==> config.mk <==
export PLATFORM = sky130hd
export DESIGN_NAME = clksrc_prog
export DESIGN_NICKNAME = d
export VERILOG_FILES = /design/src/rtl/clksrc_pkg.sv /design/src/rtl/clksrc_seq_fsm.sv /design/src/rtl/clksrc_slot_field.sv /design/src/rtl/clksrc_reg_image.sv /design/src/rtl/clksrc_prog.sv
export SDC_FILE = /design/constraint.sdc
export NUM_CORES = 1
export LEC_CHECK = 0
export BUFFER_PORTS_ARGS = -buffer_cell sky130_fd_sc_hd__buf_4
export CORE_MARGIN = 2
export CORE_UTILIZATION = 50
export DETAILED_ROUTE_END_ITERATION = 6
export PLACE_DENSITY = 0.79
export SLEW_MARGIN = 20
export SYNTH_ARGS = -nofsm -noshare
export SYNTH_HDL_FRONTEND = slang
export SYNTH_SLANG_ARGS = --single-unit
==> constraint.sdc <==
create_clock -name clk -period 1.6 [get_ports clk]
set_input_delay 0.4 -clock clk [delete_from_list [all_inputs] [get_ports clk]]
set_output_delay 0.4 -clock clk [all_outputs]
set_load 0.005 [all_outputs]
==> src/rtl/clksrc_pkg.sv <==
// Shared types for the dual-slot clock source programmer.
// Assumes nothing beyond standard enum encoding.
package clksrc_pkg;

    // Register update performed on a given clock edge
    typedef enum logic [2:0] {
        OP_NONE,
        OP_WAIT,
        OP_BUS,
        OP_SEL,
        OP_DIV,
        OP_FLIP
    } wr_op_e;

    // Sequencer state
    typedef enum logic [2:0] {
        ST_IDLE,
        ST_WAIT,
        ST_BUS_PRE,
        ST_SEL,
        ST_DIV,
        ST_FLIP,
        ST_BUS_POST
    } seq_st_e;

    // Direction of the bus divider change, decided at request time
    typedef enum logic [1:0] {
        BUS_KEEP,
        BUS_RAISE,
        BUS_LOWER
    } bus_dir_e;

endpackage

==> src/rtl/clksrc_seq_fsm.sv <==
// Sequencer: accepts a request while idle, latches the targets, and steps
// through one register update per cycle. It decides once, at request time,
// whether the bus divider goes before the switch, after it, or not at all.
// Assumes cur_bus reflects the register image at the cycle start is sampled.
module clksrc_seq_fsm
    import clksrc_pkg::*;
#(
    parameter int SRC_W = 3,
    parameter int DIV_W = 4,
    parameter int BUS_W = 2
) (
    input  logic             clk,
    input  logic             rst_n,
    input  logic             start,
    input  logic [SRC_W-1:0] req_src,
    input  logic [DIV_W-1:0] req_div,
    input  logic [BUS_W-1:0] req_bus,
    input  logic [BUS_W-1:0] cur_bus,
    output wr_op_e           op,
    output logic [SRC_W-1:0] hold_src,
    output logic [DIV_W-1:0] hold_div,
    output logic [BUS_W-1:0] hold_bus,
    output logic             done
);

    seq_st_e  st_q;
    bus_dir_e dir_q;
    bus_dir_e dir_d;

    // Classify the requested bus divider against the current one
    always_comb begin
        if (req_bus > cur_bus)
            dir_d = BUS_RAISE;
        else if (req_bus < cur_bus)
            dir_d = BUS_LOWER;
        else
            dir_d = BUS_KEEP;
    end

    // State register, target latch and completion pulse
    always_ff @(posedge clk) begin
        if (!rst_n) begin
            st_q     <= ST_IDLE;
            dir_q    <= BUS_KEEP;
            hold_src <= '0;
            hold_div <= '0;
            hold_bus <= '0;
            done     <= 1'b0;
        end else begin
            done <= 1'b0;
            case (st_q)
                ST_IDLE: begin
                    if (start) begin
                        hold_src <= req_src;
                        hold_div <= req_div;
                        hold_bus <= req_bus;
                        dir_q    <= dir_d;
                        st_q     <= ST_WAIT;
                    end
                end
                ST_WAIT: begin
                    st_q <= (dir_q == BUS_RAISE) ? ST_BUS_PRE : ST_SEL;
                end
                ST_BUS_PRE: begin
                    st_q <= ST_SEL;
                end
                ST_SEL: begin
                    st_q <= ST_DIV;
                end
                ST_DIV: begin
                    st_q <= ST_FLIP;
                end
                ST_FLIP: begin
                    if (dir_q == BUS_LOWER) begin
                        st_q <= ST_BUS_POST;
                    end else begin
                        st_q <= ST_IDLE;
                        done <= 1'b1;
                    end
                end
                ST_BUS_POST: begin
                    st_q <= ST_IDLE;
                    done <= 1'b1;
                end
                default: begin
                    st_q <= ST_IDLE;
                end
            endcase
        end
    end

    // Map the state to the register update it performs on the next edge
    always_comb begin
        case (st_q)
            ST_WAIT:     op = OP_WAIT;
            ST_BUS_PRE:  op = OP_BUS;
            ST_SEL:      op = OP_SEL;
            ST_DIV:      op = OP_DIV;
            ST_FLIP:     op = OP_FLIP;
            ST_BUS_POST: op = OP_BUS;
            default:     op = OP_NONE;
        endcase
    end

endmodule

==> src/rtl/clksrc_slot_field.sv <==
// Next-value logic for one source slot of the control register.
// The slot's fields change only when the slot is idle (act_bit differs from
// SLOT_ID) and the operation targets its select or divider field.
// Assumes STRIDE is at least DIV_W + SRC_W; the bits above are preserved.
module clksrc_slot_field
    import clksrc_pkg::*;
#(
    parameter int SLOT_ID = 0,
    parameter int SRC_W   = 3,
    parameter int DIV_W   = 4,
    parameter int STRIDE  = 8
) (
    input  logic [STRIDE-1:0] region_cur,
    input  logic              act_bit,
    input  wr_op_e            op,
    input  logic [SRC_W-1:0]  src,
    input  logic [DIV_W-1:0]  div,
    output logic [STRIDE-1:0] region_nxt
);

    localparam logic MY_ID = 1'(SLOT_ID);

    // Read-modify-write of this slot's select or divider field
    always_comb begin
        region_nxt = region_cur;
        if (act_bit != MY_ID) begin
            if (op == OP_SEL)
                region_nxt[DIV_W +: SRC_W] = src;
            if (op == OP_DIV)
                region_nxt[0 +: DIV_W] = div;
        end
    end

endmodule

==> src/rtl/clksrc_reg_image.sv <==
// Holds the control and select register images and applies one update per
// cycle as directed by the sequencer. Slot j lives at bit (1-j)*STRIDE, so
// the slot chosen when the active bit is 0 is the low one.
// Assumes the wait-state field lies above both slot regions.
module clksrc_reg_image
    import clksrc_pkg::*;
#(
    parameter int CTRL_W   = 32,
    parameter int SRC_W    = 3,
    parameter int DIV_W    = 4,
    parameter int BUS_W    = 2,
    parameter int STRIDE   = 8,
    parameter int WAIT_LSB = 16,
    parameter int WAIT_W   = 7,
    parameter int WAIT_VAL = 100
) (
    input  logic              clk,
    input  logic              rst_n,
    input  wr_op_e            op,
    input  logic [SRC_W-1:0]  src,
    input  logic [DIV_W-1:0]  div,
    input  logic [BUS_W-1:0]  bus,
    output logic [CTRL_W-1:0] ctrl_q,
    output logic [BUS_W:0]    sel_q
);

    localparam int N_SLOTS = 2;
    localparam logic [WAIT_W-1:0] WAIT_BITS = WAIT_W'(WAIT_VAL);

    logic [STRIDE-1:0] slot_nx [N_SLOTS];
    logic [CTRL_W-1:0] ctrl_d;
    logic [BUS_W:0]    sel_d;

    // One field-update instance per source slot
    for (genvar j = 0; j < N_SLOTS; j++) begin : g_slot
        localparam int BASE = (N_SLOTS - 1 - j) * STRIDE;
        clksrc_slot_field #(
            .SLOT_ID (j),
            .SRC_W   (SRC_W),
            .DIV_W   (DIV_W),
            .STRIDE  (STRIDE)
        ) slot_i (
            .region_cur (ctrl_q[BASE +: STRIDE]),
            .act_bit    (sel_q[0]),
            .op         (op),
            .src        (src),
            .div        (div),
            .region_nxt (slot_nx[j])
        );
    end

    // Assemble the next control image from the slot results and wait merge
    always_comb begin
        ctrl_d = ctrl_q;
        for (int j = 0; j < N_SLOTS; j++)
            ctrl_d[(N_SLOTS - 1 - j) * STRIDE +: STRIDE] = slot_nx[j];
        if (op == OP_WAIT)
            ctrl_d[WAIT_LSB +: WAIT_W] = ctrl_q[WAIT_LSB +: WAIT_W] | WAIT_BITS;
    end

    // Next select image: bus divider write or active-slot toggle
    always_comb begin
        sel_d = sel_q;
        if (op == OP_BUS)
            sel_d[BUS_W:1] = bus;
        if (op == OP_FLIP)
            sel_d[0] = ~sel_q[0];
    end

    // Register images
    always_ff @(posedge clk) begin
        if (!rst_n) begin
            ctrl_q <= '0;
            sel_q  <= '0;
        end else begin
            ctrl_q <= ctrl_d;
            sel_q  <= sel_d;
        end
    end

endmodule

==> src/rtl/clksrc_prog.sv <==
// Top of the dual-slot clock source programmer. Connects the sequencer to
// the register images; the images are the block's outputs.
// Assumes the outputs are the only copy of the two registers.
module clksrc_prog
    import clksrc_pkg::*;
#(
    parameter int CTRL_W   = 32,
    parameter int SRC_W    = 3,
    parameter int DIV_W    = 4,
    parameter int BUS_W    = 2,
    parameter int STRIDE   = 8,
    parameter int WAIT_LSB = 16,
    parameter int WAIT_W   = 7,
    parameter int WAIT_VAL = 100
) (
    input  logic              clk,
    input  logic              rst_n,
    input  logic              start,
    input  logic [SRC_W-1:0]  req_src,
    input  logic [DIV_W-1:0]  req_div,
    input  logic [BUS_W-1:0]  req_bus,
    output logic [CTRL_W-1:0] ctrl_img,
    output logic [BUS_W:0]    sel_img,
    output logic              done
);

    wr_op_e           op;
    logic [SRC_W-1:0] hold_src;
    logic [DIV_W-1:0] hold_div;
    logic [BUS_W-1:0] hold_bus;

    clksrc_seq_fsm #(
        .SRC_W (SRC_W),
        .DIV_W (DIV_W),
        .BUS_W (BUS_W)
    ) fsm_i (
        .clk      (clk),
        .rst_n    (rst_n),
        .start    (start),
        .req_src  (req_src),
        .req_div  (req_div),
        .req_bus  (req_bus),
        .cur_bus  (sel_img[BUS_W:1]),
        .op       (op),
        .hold_src (hold_src),
        .hold_div (hold_div),
        .hold_bus (hold_bus),
        .done     (done)
    );

    clksrc_reg_image #(
        .CTRL_W   (CTRL_W),
        .SRC_W    (SRC_W),
        .DIV_W    (DIV_W),
        .BUS_W    (BUS_W),
        .STRIDE   (STRIDE),
        .WAIT_LSB (WAIT_LSB),
        .WAIT_W   (WAIT_W),
        .WAIT_VAL (WAIT_VAL)
    ) regs_i (
        .clk    (clk),
        .rst_n  (rst_n),
        .op     (op),
        .src    (hold_src),
        .div    (hold_div),
        .bus    (hold_bus),
        .ctrl_q (ctrl_img),
        .sel_q  (sel_img)
    );

endmodule

Word-level counts from Yosys, hierarchy flattened
Cells that the tools add are included.
{"block": "classes", "mux": 9, "order_cmp": 2, "eq_ne": 14, "n_bitwise": 1, "n_reduce_logical": 7}
{"op": "$pmux W3 S6", "n": 1}
{"op": "$eq A3 B3 Y1 const B", "n": 5}
{"op": "$pmux W3 S5", "n": 1}
{"op": "$eq A3 B2 Y1 const B", "n": 4}
{"op": "$reduce_and A2 Y1", "n": 5}
{"op": "$eq A3 B1 Y1 const B", "n": 2}
{"op": "$mux W3", "n": 2}
{"op": "$mux W2", "n": 2}
{"op": "$logic_not A3 Y1", "n": 1}
{"op": "$eq A2 B1 Y1 const B", "n": 1}
{"op": "$eq A2 B2 Y1 const B", "n": 1}
{"op": "$gt A2 B2 Y1", "n": 1}
{"op": "$lt A2 B2 Y1", "n": 1}
{"op": "$mux W1", "n": 2}
{"op": "$ne A2 B2 Y1 const B", "n": 1}
{"op": "$pmux W1 S2", "n": 1}
{"op": "$reduce_or A2 Y1", "n": 1}
{"op": "$not A1 Y1", "n": 1}
{"block": "totals", "reg_bits": 33, "output_inout_bits": 36}

Longest topological paths before layout
{"block": "logic_depth", "depth_word": 5, "depth_mapped": 5, "mapped_depth_nobuf": 5}

Modules after synthesis
Synthesis repeated with hierarchy kept, for this count alone.
{"block": "unflattened", "cells_unflattened": 170, "hier_area_um2": 1690.4}
{"mod": "clksrc_reg_image", "area_per_inst_um2": 729.4, "cells_per_inst": 67, "instances": 1, "seq_area_each_um2": 400.4}
{"mod": "clksrc_seq_fsm", "area_per_inst_um2": 726.9, "cells_per_inst": 83, "instances": 1, "seq_area_each_um2": 300.3}
{"mod": "clksrc_slot_field at regs_i.g_slot[1].slot_i", "area_per_inst_um2": 122.6, "cells_per_inst": 10, "instances": 1, "seq_area_each_um2": 0.0}
{"mod": "clksrc_slot_field at regs_i.g_slot[0].slot_i", "area_per_inst_um2": 111.4, "cells_per_inst": 10, "instances": 1, "seq_area_each_um2": 0.0}

Least setup slack after synthesis
OpenSTA, ideal clock, no wires.
{"block": "synth_path", "kind": "reg-to-reg", "start": "register fsm_i.st_q[1]", "end": "register fsm_i.dir_q[1]", "setup_slack_ns": 0.232, "required_time_ns": 1.485, "setup_time_ns": 0.115, "path_stages_with_launch": 5, "arrival_time_ns": 1.254, "path_cell_list": "dfxtp_1 -> buf_2 -> or4b_4 -> and2_0 -> o21a_1"}
{"block": "synth_via", "elab_chain_cells": 2}
{"item": "start: declaration", "line_no": "clksrc_seq_fsm.sv:26", "text": "seq_st_e st_q;"}
{"item": "start signal: assignment", "line_no": "clksrc_seq_fsm.sv:62", "text": "st_q <= (dir_q == BUS_RAISE) ? ST_BUS_PRE : ST_SEL;"}
{"item": "$logic_not A3 Y1", "line_no": "clksrc_seq_fsm.sv:51", "text": "case (st_q)"}
{"item": "$reduce_and A2 Y1 (no line)"}
{"item": "end signal: assignment", "line_no": "clksrc_seq_fsm.sv:57", "text": "dir_q <= dir_d;"}
{"item": "end: declaration", "line_no": "clksrc_seq_fsm.sv:27", "text": "bus_dir_e dir_q;"}
No other way between the ends.
A chain may end at the register's enable or synchronous reset.

Worst setup path in the final report
{"block": "layout_path", "start": "register fsm_i.st_q[2]", "end": "register regs_i.ctrl_q[10]"}
{"block": "layout_via", "elab_chain_cells": 5, "elab_cells_between_ends": 10}
{"item": "$eq A3 B2 Y1 / $eq A3 B3 Y1 (equally long branches)", "line_no": "clksrc_seq_fsm.sv:94", "text": "case (st_q)"}
{"item": "$reduce_or A2 Y1 (no line)"}
{"item": "$pmux W3 S5 *", "line_no": "clksrc_seq_fsm.sv:94"}
{"item": "$eq A3 B3 Y1 *", "line_no": "clksrc_slot_field.sv:29", "text": "if (op == OP_DIV)"}
{"item": "$reduce_and A2 Y1 (no line) *"}
{"item": "end signal: assignment", "line_no": "clksrc_reg_image.sv:76", "text": "ctrl_q <= ctrl_d;"}
{"item": "end: declaration", "line_no": "clksrc_reg_image.sv:23", "text": "output logic [CTRL_W-1:0] ctrl_q,"}
Mark *: on every way between the ends. The rest lies on a longest branch, timed or not.

==> run metrics <==
Hold Path Depth=3; CTS Hold Bufs=0; non-filler instance count after layout=around 240; drt first pass iters=6; Vias/cell=4.90; setup violators final=0; Layout area overhead=18.7%; Compound-Gate Fraction of Synth Area=approximately 7.7%; synth unique cells=31; Chip Width=58.8 um; CTS Buf Count=5; Post-Route WL=2.78 mm; Final Hold Fails=0; Tmin final=~1400 ps; Port Buffers=32; routability cong.=a little over 0.8; CTS tree=built; core area=roughly 0.0028 mm^2; IO Pins=48; Post-Synth Adder-Cell Area=roughly 1.7%; Final Max Slew Viols=0; Max Buffers Root-to-Sink=2; Arr. time, crit path=roughly 1700 ps; RSZ-0062 raised after global routing=no; status=complete, but fails checks; fillers=246; violated checks=design-rule violations; Avg Synthesized Cell Area=around 8.8 um^2; multiplexer area fraction after synthesis=between 10% and 20%; largest family of logic cells by synthesized area=simple AND/OR/NAND/NOR gates; H-tree depth=2; critical path required time=1860 ps; DR iter-0 viols=22; post-CTS sizing=0; most frequent cells in the layout=nand2_1, buf_4, dfxtp_1; Cells after DPL=roughly 230; Starting Density=~54%; CP Max Fanout=6; register area share after synthesis=between 40% and 50%; Yosys warnings=0; Global Route Usage Sum=about 18%; MaxCap Viol Count=0; Die Height=between 50 and 60 um; synthesized netlist cell count=around 170; total number of vias=1152; worst vdd ir=between 600 and 700 uV; most common cell after layout, fill and taps aside=nand2_1; XOR/XNOR Fraction of Synth Area=less than 1%; Post-Synth Simple-Gate Area=about 22%; FP Rows=19; critical path startpoint category=flop; largest net degree at the start of global routing=28; clock-pin slew on the worst setup and hold paths=about 100 ps; CP endpoint kind=flop; initial antenna violation count=0; #FFs+latches synth=33; Final Cycle Share=about 88%; half-perimeter wire length after placement=approximately 2 mm; Routed WL per cell=roughly 12 um; die area=0.00346 mm^2; Routed Antenna Nets=0; worst hold-check path type=in2reg; DRC=5; vias in the first global route=between 1000 and 1500; fmax=0.713 GHz; pwr dens=1060 mW/mm^2; Clk Latency, worst-skew pair=340 ps; ANT cells=0; Static Leakage=0.000793 uW; clk sink count=33; critical path type=reg2reg; share of post-route cells with drive strength above 1=24.0%; Reg2Reg Depth=3; CTS Root Cell=clkbuf_4; GRT overflow=0; Final Net Count=around 220; Post-CTS Setup Bufs=0; Setup TNS=0 ps; first-pass GRT wire length=around 4.6 mm; Syn Std Cell Area=roughly 0.0015 mm^2; Layout Skew=about 6 ps
## cells by family (layout without fill, tap and decap cells)
kind of cell	Yosys count	in the layout
simple gates	67	67
flops	33	33
buf+inv	31	50
compound gates	20	20
mux	16	16
fa+ha+maj	2	2
other cells	1	15
xor+xnor	1	1
## per-layer routing
layer / vias up / share of wire (%) / global-route usage (%) / routed length [um]
met3: 6 / 6.0 / 6.81 / 168
met2: 33 / 51 / 28.7 / 1420
met4: 0 / 2.1 / 10.1 / 59
li1: 585 / - / - / -
met1: 528 / 41 / 20.1 / 1140
met5: - / 0 / 0 / 0
## flip-flops by register name, indices dropped and copies added (netlist names)
| name | cells |
|---|---|
| fsm_i.st_q | 3 |
| regs_i.sel_q | 3 |
| fsm_i.hold_src | 3 |
| fsm_i.dir_q | 2 |
| fsm_i.hold_div | 4 |
| fsm_i.done | 1 |
| regs_i.ctrl_q | 15 |
| fsm_i.hold_bus | 2 |
## critical path: stages, from the launching register on
cell and delay (ps):
dfxtp_1 440, or3b_1 480, nor2_4 200, mux2i_1 220
## synth_stat cells
cell,instances,area (um^2)
nand3_1,1,5.00
and2_1,1,6.26
ha_1,2,25.0
nor4b_4,1,23.8
a211oi_1,1,7.51
nand3b_1,1,7.51
conb_1,1,3.75
nor2_4,2,22.5
buf_4,18,135
nand2_1,43,161
xnor2_1,1,8.76
nor2_1,7,26.3
o21ai_0,1,5.00
buf_6,1,11.3
dfxtp_1,33,661
o211ai_1,1,7.51
and2_0,1,6.26
nor2b_1,1,6.26
o21a_1,3,22.5
or3b_1,1,8.76
a21oi_1,12,60.1
buf_2,3,15.0
inv_1,4,15.0
a21o_1,1,7.51
nor3_1,1,5.00
mux2i_1,16,160
a31oi_1,1,6.26
or4b_4,1,13.8
and3b_1,1,8.76
nand2b_1,5,31.3
clkbuf_1,5,18.8
## stage by stage
step	hold WS, ps	worst slack, ps	power, uW	utilization [%]	cell area, um^2
detailed placement	450	163	1250	60.6	1700
global placement	445	180	1240	60.6	1700
CTS	287	190	1900	63.6	1780
floorplan	436	232	1180	-	1560
global route	283	140	1980	63.6	1780
finish	298	198	1890	63.6	1780
## power breakdown
part	internal, uW	leakage (uW)	switching, uW	total (uW)
Clock	373	0.0000455	281	654
Sequential	872	0.000268	43.9	916
Combinational	159	0.000480	160	319
Total	1400	0.000793	485	1890
## final timing paths
path                                   startpoint                 to  slack, ps
worst max-delay path                fsm_i.st_q[2]  regs_i.ctrl_q[10]        200
worst min-delay path                   req_src[1]  fsm_i.hold_src[1]        300
worst max register to register      fsm_i.st_q[2]  regs_i.ctrl_q[10]        200
worst min register to register  fsm_i.hold_src[2]  fsm_i.hold_src[2]        460
## final cells by class
type	count	area [um^2]	area share, %
Multi-Input combinational cell	121	699	39.2
Sequential cell	33	661	37.0
Timing Repair Buffer	38	285	16.0
Clock buffer	7	55.1	3.09
Tap cell	31	38.8	2.17
Clock inverter	1	30.0	1.68
Inverter	4	15.0	0.842
Note: power is estimated with default switching activity, not from simulation.
